$ cat config.mk
export PLATFORM = sky130hd
export DESIGN_NAME = accum_alu
export DESIGN_NICKNAME = d
export VERILOG_FILES = /design/src/rtl/accum_alu_pkg.sv /design/src/rtl/accum_alu_core.sv /design/src/rtl/accum_alu_state.sv /design/src/rtl/accum_alu.sv
export SDC_FILE = /design/constraint.sdc
export NUM_CORES = 1
export LEC_CHECK = 0
export BUFFER_PORTS_ARGS = -buffer_cell sky130_fd_sc_hd__buf_2
export CAP_MARGIN = 30
export CORE_ASPECT_RATIO = 1.1
export CORE_MARGIN = 2
export CORE_UTILIZATION = 50
export CTS_CLUSTER_DIAMETER = 50
export DETAILED_ROUTE_END_ITERATION = 10
export PLACE_DENSITY = 0.72
export RECOVER_POWER = 100
export SLEW_MARGIN = 20
export SYNTH_ARGS = -nofsm -noshare
export SYNTH_HDL_FRONTEND = slang
export SYNTH_SLANG_ARGS = --single-unit
$ cat constraint.sdc
create_clock -name clk -period 4.3 [get_ports clk]
set_clock_uncertainty 0.05 [all_clocks]
set_input_delay 0.43 -clock clk [delete_from_list [all_inputs] [get_ports clk]]
set_output_delay 0.43 -clock clk [all_outputs]
set_load 0.03 [all_outputs]
$ cat src/rtl/accum_alu_pkg.sv
package accum_alu_pkg;

  typedef enum logic [3:0] {
    OP_INC = 4'd0,
    OP_DEC = 4'd1,
    OP_ADD = 4'd2,
    OP_ADC = 4'd3,
    OP_SUB = 4'd4,
    OP_SBC = 4'd5,
    OP_XOR = 4'd6,
    OP_CMP = 4'd7,
    OP_RLC = 4'd8,
    OP_TST = 4'd9
  } alu_op_e;

  typedef struct packed {
    logic z;
    logic n;
    logic h;
    logic c;
  } alu_flags_t;

  localparam int FLAG_BYTE_W = 8;
  localparam int FLAG_PAD_W  = FLAG_BYTE_W - $bits(alu_flags_t);

endpackage

$ cat src/rtl/accum_alu_core.sv
module accum_alu_core
  import accum_alu_pkg::*;
#(
  parameter int DW  = 8,
  parameter int BSW = $clog2(DW)
) (
  input  alu_op_e          op,
  input  logic [DW-1:0]    a,
  input  logic [DW-1:0]    b,
  input  logic [BSW-1:0]   bsel,
  input  alu_flags_t       flags_in,
  output logic [DW-1:0]    res,
  output alu_flags_t       flags_nx,
  output logic             wb,
  output logic             upd
);

  localparam int HB = DW / 2;

  // returns {half_carry, carry, sum}
  function automatic logic [DW+1:0] add_f(input logic [DW-1:0] x,
                                          input logic [DW-1:0] y,
                                          input logic          ci);
    logic [DW:0] full;
    logic [HB:0] low;
    full = {1'b0, x} + {1'b0, y} + {{DW{1'b0}}, ci};
    low  = {1'b0, x[HB-1:0]} + {1'b0, y[HB-1:0]} + {{HB{1'b0}}, ci};
    return {low[HB], full};
  endfunction

  // returns {half_borrow, borrow, difference}
  function automatic logic [DW+1:0] sub_f(input logic [DW-1:0] x,
                                          input logic [DW-1:0] y,
                                          input logic          ci);
    logic [DW:0] full;
    logic [HB:0] low;
    full = {1'b0, x} - {1'b0, y} - {{DW{1'b0}}, ci};
    low  = {1'b0, x[HB-1:0]} - {1'b0, y[HB-1:0]} - {{HB{1'b0}}, ci};
    return {low[HB], full};
  endfunction

  localparam logic [DW-1:0] ONE = {{(DW-1){1'b0}}, 1'b1};

  logic [DW+1:0] ext;

  always_comb begin
    res      = a;
    flags_nx = flags_in;
    wb       = 1'b0;
    upd      = 1'b1;
    ext      = '0;
    unique case (op)
      OP_INC: begin
        ext        = add_f(b, ONE, 1'b0);
        res        = ext[DW-1:0];
        flags_nx.z = ~|ext[DW-1:0];
        flags_nx.n = 1'b0;
        flags_nx.h = ext[DW+1];
        wb         = 1'b1;
      end
      OP_DEC: begin
        ext        = sub_f(b, ONE, 1'b0);
        res        = ext[DW-1:0];
        flags_nx.z = ~|ext[DW-1:0];
        flags_nx.n = 1'b1;
        flags_nx.h = ext[DW+1];
        wb         = 1'b1;
      end
      OP_ADD, OP_ADC: begin
        ext        = add_f(a, b, (op == OP_ADC) & flags_in.c);
        res        = ext[DW-1:0];
        flags_nx.z = ~|ext[DW-1:0];
        flags_nx.n = 1'b0;
        flags_nx.h = ext[DW+1];
        flags_nx.c = ext[DW];
        wb         = 1'b1;
      end
      OP_SUB, OP_SBC, OP_CMP: begin
        ext        = sub_f(a, b, (op == OP_SBC) & flags_in.c);
        flags_nx.z = ~|ext[DW-1:0];
        flags_nx.n = 1'b1;
        flags_nx.h = ext[DW+1];
        flags_nx.c = ext[DW];
        if (op != OP_CMP) begin
          res = ext[DW-1:0];
          wb  = 1'b1;
        end
      end
      OP_XOR: begin
        res        = a ^ b;
        flags_nx.z = ~|(a ^ b);
        flags_nx.n = 1'b0;
        flags_nx.h = 1'b0;
        flags_nx.c = 1'b0;
        wb         = 1'b1;
      end
      OP_RLC: begin
        res        = {a[DW-2:0], flags_in.c};
        flags_nx.z = 1'b0;
        flags_nx.n = 1'b0;
        flags_nx.h = 1'b0;
        flags_nx.c = a[DW-1];
        wb         = 1'b1;
      end
      OP_TST: begin
        flags_nx.z = ~b[bsel];
        flags_nx.n = 1'b0;
        flags_nx.h = 1'b1;
      end
      default: upd = 1'b0;
    endcase
  end

endmodule

$ cat src/rtl/accum_alu_state.sv
module accum_alu_state
  import accum_alu_pkg::*;
#(
  parameter int DW = 8
) (
  input  logic          clk,
  input  logic          rst_n,
  input  logic          fire,
  input  logic          upd,
  input  logic          wb,
  input  logic [DW-1:0] res_nx,
  input  alu_flags_t    flags_nx,
  output logic [DW-1:0] res_q,
  output logic          wb_q,
  output alu_flags_t    flags_q
);

  always_ff @(posedge clk) begin
    if (!rst_n) begin
      res_q   <= '0;
      wb_q    <= 1'b0;
      flags_q <= '0;
    end else begin
      wb_q <= fire & wb;
      if (fire & upd) flags_q <= flags_nx;
      if (fire & wb)  res_q   <= res_nx;
    end
  end

endmodule

$ cat src/rtl/accum_alu.sv
module accum_alu
  import accum_alu_pkg::*;
#(
  parameter int DW  = 8,
  parameter int BSW = $clog2(DW)
) (
  input  logic                   clk,
  input  logic                   rst_n,
  input  logic                   op_valid,
  input  logic [3:0]             op_code,
  input  logic [BSW-1:0]         bit_sel,
  input  logic [DW-1:0]          acc_in,
  input  logic [DW-1:0]          opnd_in,
  output logic [DW-1:0]          result_out,
  output logic                   wr_en_out,
  output logic [FLAG_BYTE_W-1:0] flags_out
);

  alu_flags_t    flags_cur;
  alu_flags_t    flags_nx;
  logic [DW-1:0] res_nx;
  logic          wb_evt;
  logic          upd_evt;

  accum_alu_core #(.DW(DW), .BSW(BSW)) u_core (
    .op       (alu_op_e'(op_code)),
    .a        (acc_in),
    .b        (opnd_in),
    .bsel     (bit_sel),
    .flags_in (flags_cur),
    .res      (res_nx),
    .flags_nx (flags_nx),
    .wb       (wb_evt),
    .upd      (upd_evt)
  );

  accum_alu_state #(.DW(DW)) u_state (
    .clk      (clk),
    .rst_n    (rst_n),
    .fire     (op_valid),
    .upd      (upd_evt),
    .wb       (wb_evt),
    .res_nx   (res_nx),
    .flags_nx (flags_nx),
    .res_q    (result_out),
    .wb_q     (wr_en_out),
    .flags_q  (flags_cur)
  );

  assign flags_out = {flags_cur, {FLAG_PAD_W{1'b0}}};

endmodule

==> results of run 1 <==
kinds of logic (layout without fill, tap and decap cells):
family / Yosys count / in the layout / share of synthesized area, %
other cells: 1 / 4 / 0.144
mux: 6 / 6 / 3.47
simple gates: 127 / 127 / 26.0
xor+xnor: 18 / 18 / 6.07
compound gates: 109 / 109 / 28.2
buf+inv: 53 / 72 / 9.01
flops: 13 / 13 / 10.0
fa+ha+maj: 33 / 33 / 17.1
sequential cells by signal, summed over array words and instances (netlist names):
| register | count |
|---|---|
| u_state.res_q | 8 |
| u_state.wb_q | 1 |
| u_state.flags_q | 4 |
routing by layer:
metal | wire length, µm | up-vias | part of all wire [%]
li1 | - | 1370 | -
met1 | 3630 | 1330 | 42
met2 | 4090 | 147 | 48
met3 | 666 | 17 | 7.8
met4 | 167 | 0 | 2.0
met5 | 0 | - | 0
Yosys cell counts (3+ instances only):
cell type	count	share of area, %
fa_1	4	3.1
mux2i_1	3	1.2
o311a_1	3	1.2
nand4_1	7	1.7
a221o_1	3	1.2
buf_4	4	1.2
a31oi_1	5	1.2
o31ai_1	7	2.0
a311oi_1	5	1.7
clkbuf_1	17	2.5
o21ai_0	27	5.2
or4_1	6	1.7
nand3_1	13	2.5
o221ai_1	4	1.3
nor4_1	5	1.2
and3_1	5	1.2
o21a_1	5	1.4
a21oi_1	25	4.8
nand4b_1	4	1.3
xnor2_1	13	4.4
nor3_1	8	1.5
nor2b_1	3	0.72
xor2_1	5	1.7
ha_1	29	14
nor2_1	27	3.9
nand2_1	24	3.5
dfxtp_1	13	10
buf_2	4	0.77
nand2b_1	13	3.1
inv_1	24	3.5
a221oi_1	3	1.0
stage by stage:
stage	util, %	setup WS (ns)	instances	instance area (µm²)	hold slack, ns
2_1_floorplan	-	1.13	363	2610	0.490
3_3_place_gp	55.3	0.888	436	2770	0.396
3_5_place_dp	55.3	0.794	436	2770	0.420
4_1_cts	56.2	1.05	440	2810	0.428
5_1_grt	55.9	0.538	440	2790	0.464
6_report	55.9	0.709	440	2790	0.424
area by class of cell:
type	instances	area share (%)
clock buffer	4	1.61
inverter	26	3.49
multi-input combinational	297	75.7
sequential	13	9.32
tap	58	2.60
timing repair buffer	42	7.26
final timing paths:
path / slack, ns / to / cells after the start / from
worst max-delay path: 0.71 / u_state.flags_q[1]$_SDFFE_PN0P_ / 11 / op_code[0]
worst min-delay path: 0.42 / u_state.flags_q[1]$_SDFFE_PN0P_ / 2 / u_state.flags_q[1]$_SDFFE_PN0P_
worst max register to register: 1.33 / u_state.flags_q[0]$_SDFFE_PN0P_ / 9 / u_state.flags_q[0]$_SDFFE_PN0P_
worst min register to register: 0.42 / u_state.flags_q[1]$_SDFFE_PN0P_ / 2 / u_state.flags_q[1]$_SDFFE_PN0P_
worst max-delay path, cell delays in order:
cell	delay [ns]
clkbuf_1	0.62
or4b_1	0.66
inv_1	0.34
ha_1	0.31
a21o_1	0.18
a21o_1	0.17
a21oi_1	0.23
ha_1	0.20
a31oi_1	0.05
a221o_1	0.38
a21oi_1	0.15
report_power, final:
group          switching [mW]  internal [mW]
clock                  0.0476         0.0656
combinational           0.221          0.125
sequential            0.00561          0.130
total                   0.274          0.321
==> impl_metrics.py, run 1 <==
metrics = {
    "clock_tree": {
        "cts_buffer_depth": 2,
        "h-tree-depth": 1,
        "clock_latency_ns": 0.25,
        "cts_buffers": 3,
        "ctsResizeCount": 0,
        "clkTransAtPathRegs_ns": 0.05,
        "cts_hold_buf": 0,
        "cts-root-buf": "clkbuf_8",
        "cts_tree": "done",
        "clkSinkCount": 13,
        "cts_setup_buffers": 0,
    },
    "worst_setup_path": {
        "cp.required_ns": 4.42,
        "crit_fanout": 20,
        "endpoint_kind": "flip-flop",
        "crit_path_start_kind": "primary input",
        "crit_arrival_ns": 3.71,
        "critical_path_class": "in -> reg",
    },
    "floorplan": {
        "die_y_um": 79.6,
        "design.portCount": 43,
        "rows": 27,
        "dieArea_um2": 5790,
        "core_area_um2": 5000,
        "die_x_um": 72.7,
        "start_util_pct": 52.0,
    },
    "timing": {
        "final.min_clock_period_ns": 3.59,
        "fin_setup_tns_ns": 0,
        "finalMaxSlewViolations": 0,
        "clock.fmax_mhz": 278,
        "worst_slew_pin_slew_ns": 0.848,
        "fin_crit_sh_pct": 83.5,
        "rsz0062_at_grt": "false",
        "relSlewSlack_pct": 43.4,
        "setup_violations": 0,
        "hold_viol_final": 0,
    },
    "hold_path": {
        "hp-class": "reg -> reg",
    },
    "grt": {
        "grt_max_degree": 31,
        "gr-max-usage-layer": "met2",
        "antenna_found_initial": 0,
        "grt_overflow": 0,
        "grtUsageTotal_pct": 30.6,
        "grt_use_met3_pct": 2.40,
        "gr-usage-met2_pct": 50.3,
        "grt_pass1_vias": 2647,
        "grt_pass1_wl_um": 13800,
        "groute.layer.met1.usage_pct": 42.8,
    },
    "drt": {
        "drc_errors": 0,
        "wirelength_um": 8550,
        "dr.pass1.iters": 5,
        "vias_per_cell": 6.51,
        "wire_per_inst_um": 19.4,
        "via_count": 2864,
        "ant_nets": 0,
        "drtIter0Drc": 384,
    },
    "finish": {
        "diodes": 0,
        "mostFrequentLayoutCell": "ha_1",
        "nFillCells": 508,
        "multi_input_area_um2": 2110,
        "drive_gt1_share_pct": 10.2,
        "seq_area_um2": 260,
        "finalNetCount": 442,
        "mostFrequentLayoutCells": "29 x ha_1, 27 x nor2_1, 27 x o21ai_0, 25 x inv_1, 25 x a21oi_1",
        "area_growth_pct": 7.51,
    },
    "synthesis": {
        "synthArstFlopShare_pct": 0,
        "ys_seq_area_share_pct": 10.0,
        "ys_warn_count": 0,
        "synth-edff-count": 0,
        "synth_ff_type": "dfxtp_1",
        "synth_area_um2": 2600,
        "yosys.cell_types.count": 61,
        "synth_area_per_cell_um2": 7.22,
        "synth-seq-cells": 13,
        "syn_inst": 360,
    },
    "pwr": {
        "vdd_drop_max_v": 0.0000880,
        "p_per_area_nw_per_um2": 213,
        "power_uw": 595,
        "p_leak_nw": 1.15,
    },
    "flow_run": {
        "cap_violations": 0,
    },
    "placement": {
        "dp_hpwl_um": 6580,
        "gp_congestion": 0.939,
        "portBuffers": 38,
    },
    "status": {
        "status": "complete, no violations",
    },
}
Power figures use the tool's default switching activity.
==> run 2: changes to the inputs <==
- ABC_AREA: not set -> 1
- PLACE_DENSITY: 0.72 -> 0.75
- clock period: 4.3 -> 3.3 ns (I/O delays scaled with it)
==> run 2 against run 1 <==
Total power increased by 26%. Sequential share of layout area fell by 0.22 points. Utilization is 1.3 points higher. Wire length decreased by 2.8%. Die area up 0.18%. Synthesized area is 0.19% higher. Final cell count rose by 26%. Via count grew 9.7%. Register-to-register slack lost 0.64 ns. Sequential cell count unchanged. Global-route usage fell by 1.0 points.
==> impl_metrics.py, run 2 <==
metrics = {
    "drt": {
        "drc_errors": 0,
        "wl_met2_um": 3870,
        "via_count": 3142,
        "wirelength_um": 8310,
        "wl_met3_um": 634,
        "vias_per_cell": 5.66,
        "wire_per_inst_um": 15.0,
        "m1WireLength_um": 3540,
        "ant_nets": 0,
        "dr.pass1.iters": 5,
        "drtIter0Drc": 265,
        "top_layer_used": "met4",
    },
    "clock_tree": {
        "cts_setup_buffers": 0,
        "clock_latency_ns": 0.25,
        "ctsResizeCount": 0,
        "cts_hold_buf": 0,
        "cts_tree": "done",
        "cts_buffers": 3,
        "h-tree-depth": 1,
        "clkTransAtPathRegs_ns": 0.06,
        "cts_buffer_depth": 2,
        "cts-root-buf": "clkbuf_8",
        "clkSinkCount": 13,
    },
    "placement": {
        "dp_hpwl_um": 6870,
        "gp_congestion": 0.997,
        "portBuffers": 38,
        "place_inst": 551,
        "dp_slack_ns": 0.453,
        "dpl_cell_area_um2": 2840,
    },
    "finish": {
        "largest_reg_flops": 8,
        "finalNetCount": 557,
        "final-instance-count-excl-fill": 555,
        "regMostFlops": "u_state.res_q",
        "diodes": 0,
        "nFillCells": 535,
        "fin_util_pct": 57.2,
        "area_growth_pct": 9.86,
        "final_area_um2": 2860,
        "mostFrequentLayoutCell": "nand2_1",
        "drive_gt1_share_pct": 9.26,
        "largest_registers": "u_state.res_q: 8 flops, u_state.flags_q: 4 flops, u_state.wb_q: 1 flops",
        "mostFrequentLayoutCells": "137 x nand2_1, 68 x inv_1, 44 x nand3_1, 44 x nor2_1, 29 x ha_1",
    },
    "synthesis": {
        "synth_ff_type": "dfxtp_1",
        "synth_area_um2": 2600,
        "yosys.cell_types.count": 41,
        "synthArstFlopShare_pct": 0,
        "synth_top_area_share_pct": 19.6,
        "synth_area_leaders": "nand2_1 20%, ha_1 14%, dfxtp_1 10%",
        "ys_warn_count": 0,
        "synth_area_per_cell_um2": 5.67,
        "synth-edff-count": 0,
        "syn_inst": 459,
        "ys_seq_area_share_pct": 10.0,
        "yosysMostFrequentCell": "nand2_1",
        "synth_top_area_cell": "nand2_1",
        "ys_top_cells_by_count": "136 x nand2_1, 67 x inv_1, 44 x nand3_1, 43 x nor2_1, 29 x ha_1",
        "synth-seq-cells": 13,
    },
    "pwr": {
        "sw_frac_of_total_pct": 48.7,
        "vdd_drop_max_v": 0.000132,
        "p_switching_uw": 367,
        "p_per_area_nw_per_um2": 263,
        "p_leak_nw": 1.54,
        "p_int_uw": 386,
        "seq_power_share_pct": 23.2,
        "combinationalPowerShare_pct": 56.1,
        "power_uw": 752,
        "p_clk_share_pct": 20.6,
    },
    "status": {
        "status": "complete, no violations",
    },
    "worst_setup_path": {
        "crit_path_start_kind": "primary input",
        "crit_arrival_ns": 2.92,
        "critical_path_class": "in -> reg",
        "cp.required_ns": 3.43,
        "crit_fanout": 8,
        "endpoint_kind": "flip-flop",
    },
    "timing": {
        "setup_violations": 0,
        "fin_crit_sh_pct": 84.5,
        "final.min_clock_period_ns": 2.79,
        "worst_slew_pin_slew_ns": 0.814,
        "worst_slack_ns": 0.510,
        "finalMaxSlewViolations": 0,
        "fin_hold_ws_ns": 0.305,
        "rsz0062_at_grt": "false",
        "hold_viol_final": 0,
        "fin_setup_tns_ns": 0,
        "relSlewSlack_pct": 45.5,
        "clock.fmax_mhz": 358,
    },
    "hold_path": {
        "hp-class": "in -> reg",
    },
    "flow_run": {
        "cap_violations": 0,
    },
    "floorplan": {
        "start_util_pct": 52.1,
        "die_x_um": 72.8,
        "design.portCount": 43,
        "core_area_um2": 5000,
        "rows": 27,
        "die_y_um": 79.7,
        "dieArea_um2": 5800,
    },
    "grt": {
        "grt_pass1_wl_um": 13600,
        "grt_max_degree": 13,
        "grt_overflow": 0,
        "grtUsageTotal_pct": 29.6,
        "grt_pass1_vias": 2846,
        "antenna_found_initial": 0,
    },
}
-- run 2: cells by family after synthesis --
family,count (synthesis),synth area share [%]
and+or+nand+nor,258,43.6
other,1,0.144
AOI/OAI and AO/OA,68,15.2
adders and majority gates,33,17.0
buffers and inverters,82,12.7
xor gates and xnor gates,4,1.35
DFF,13,10.0
-- run 2: worst max-delay path: stages --
cell and delay, ns:
clkbuf_1 0.30, nand2_1 0.20, inv_1 0.08, nand3_1 0.09, fa_1 0.42, fa_1 0.42
nand3b_1 0.21, nand2_1 0.18, nand4_1 0.10, o311ai_0 0.20, a21oi_1 0.20, a21oi_1 0.18
-- run 2: layer usage --
| metal | track usage [%] | vias to the layer above |
|---|---|---|
| met4 | 10.6 | 0 |
| met1 | 40.1 | 1408 |
| met2 | 48.0 | 150 |
| met5 | 0 | - |
| li1 | - | 1558 |
| met3 | 3.16 | 26 |
-- run 2: area by class of cell --
class	instances	area (µm²)	share of cell area, %
Multi-Input combinational cell	367	2020	70.6
Inverter	74	283	9.89
Sequential cell	13	260	9.10
Timing Repair Buffer	39	179	6.26
Tap cell	58	72.6	2.54
Clock buffer	3	41.3	1.44
Clock inverter	1	5.00	0.175
-- run 2: path summary, 6_finish.rpt --
| path | endpoint | startpoint | slack (ns) | depth (start not counted) |
|---|---|---|---|---|
| setup / recovery | u_state.flags_q[0]$_SDFFE_PN0P_ | op_code[1] | 0.51 | 12 |
| hold / removal | u_state.res_q[0]$_SDFFE_PN0P_ | rst_n | 0.30 | 3 |
| setup reg to reg | u_state.flags_q[0]$_SDFFE_PN0P_ | u_state.flags_q[0]$_SDFFE_PN0P_ | 0.69 | 9 |
| hold reg to reg | u_state.flags_q[1]$_SDFFE_PN0P_ | u_state.flags_q[1]$_SDFFE_PN0P_ | 0.42 | 2 |
-- run 2: power by group through the flow --
stage | registers (mW) | clock network (mW) | logic [mW]
global placement | 0.177 | 0 | 0.412
CTS | 0.174 | 0.153 | 0.419
floorplan | 0.196 | 0 | 0.280
detailed placement | 0.177 | 0 | 0.416
global route | 0.175 | 0.162 | 0.475
finish | 0.175 | 0.155 | 0.422
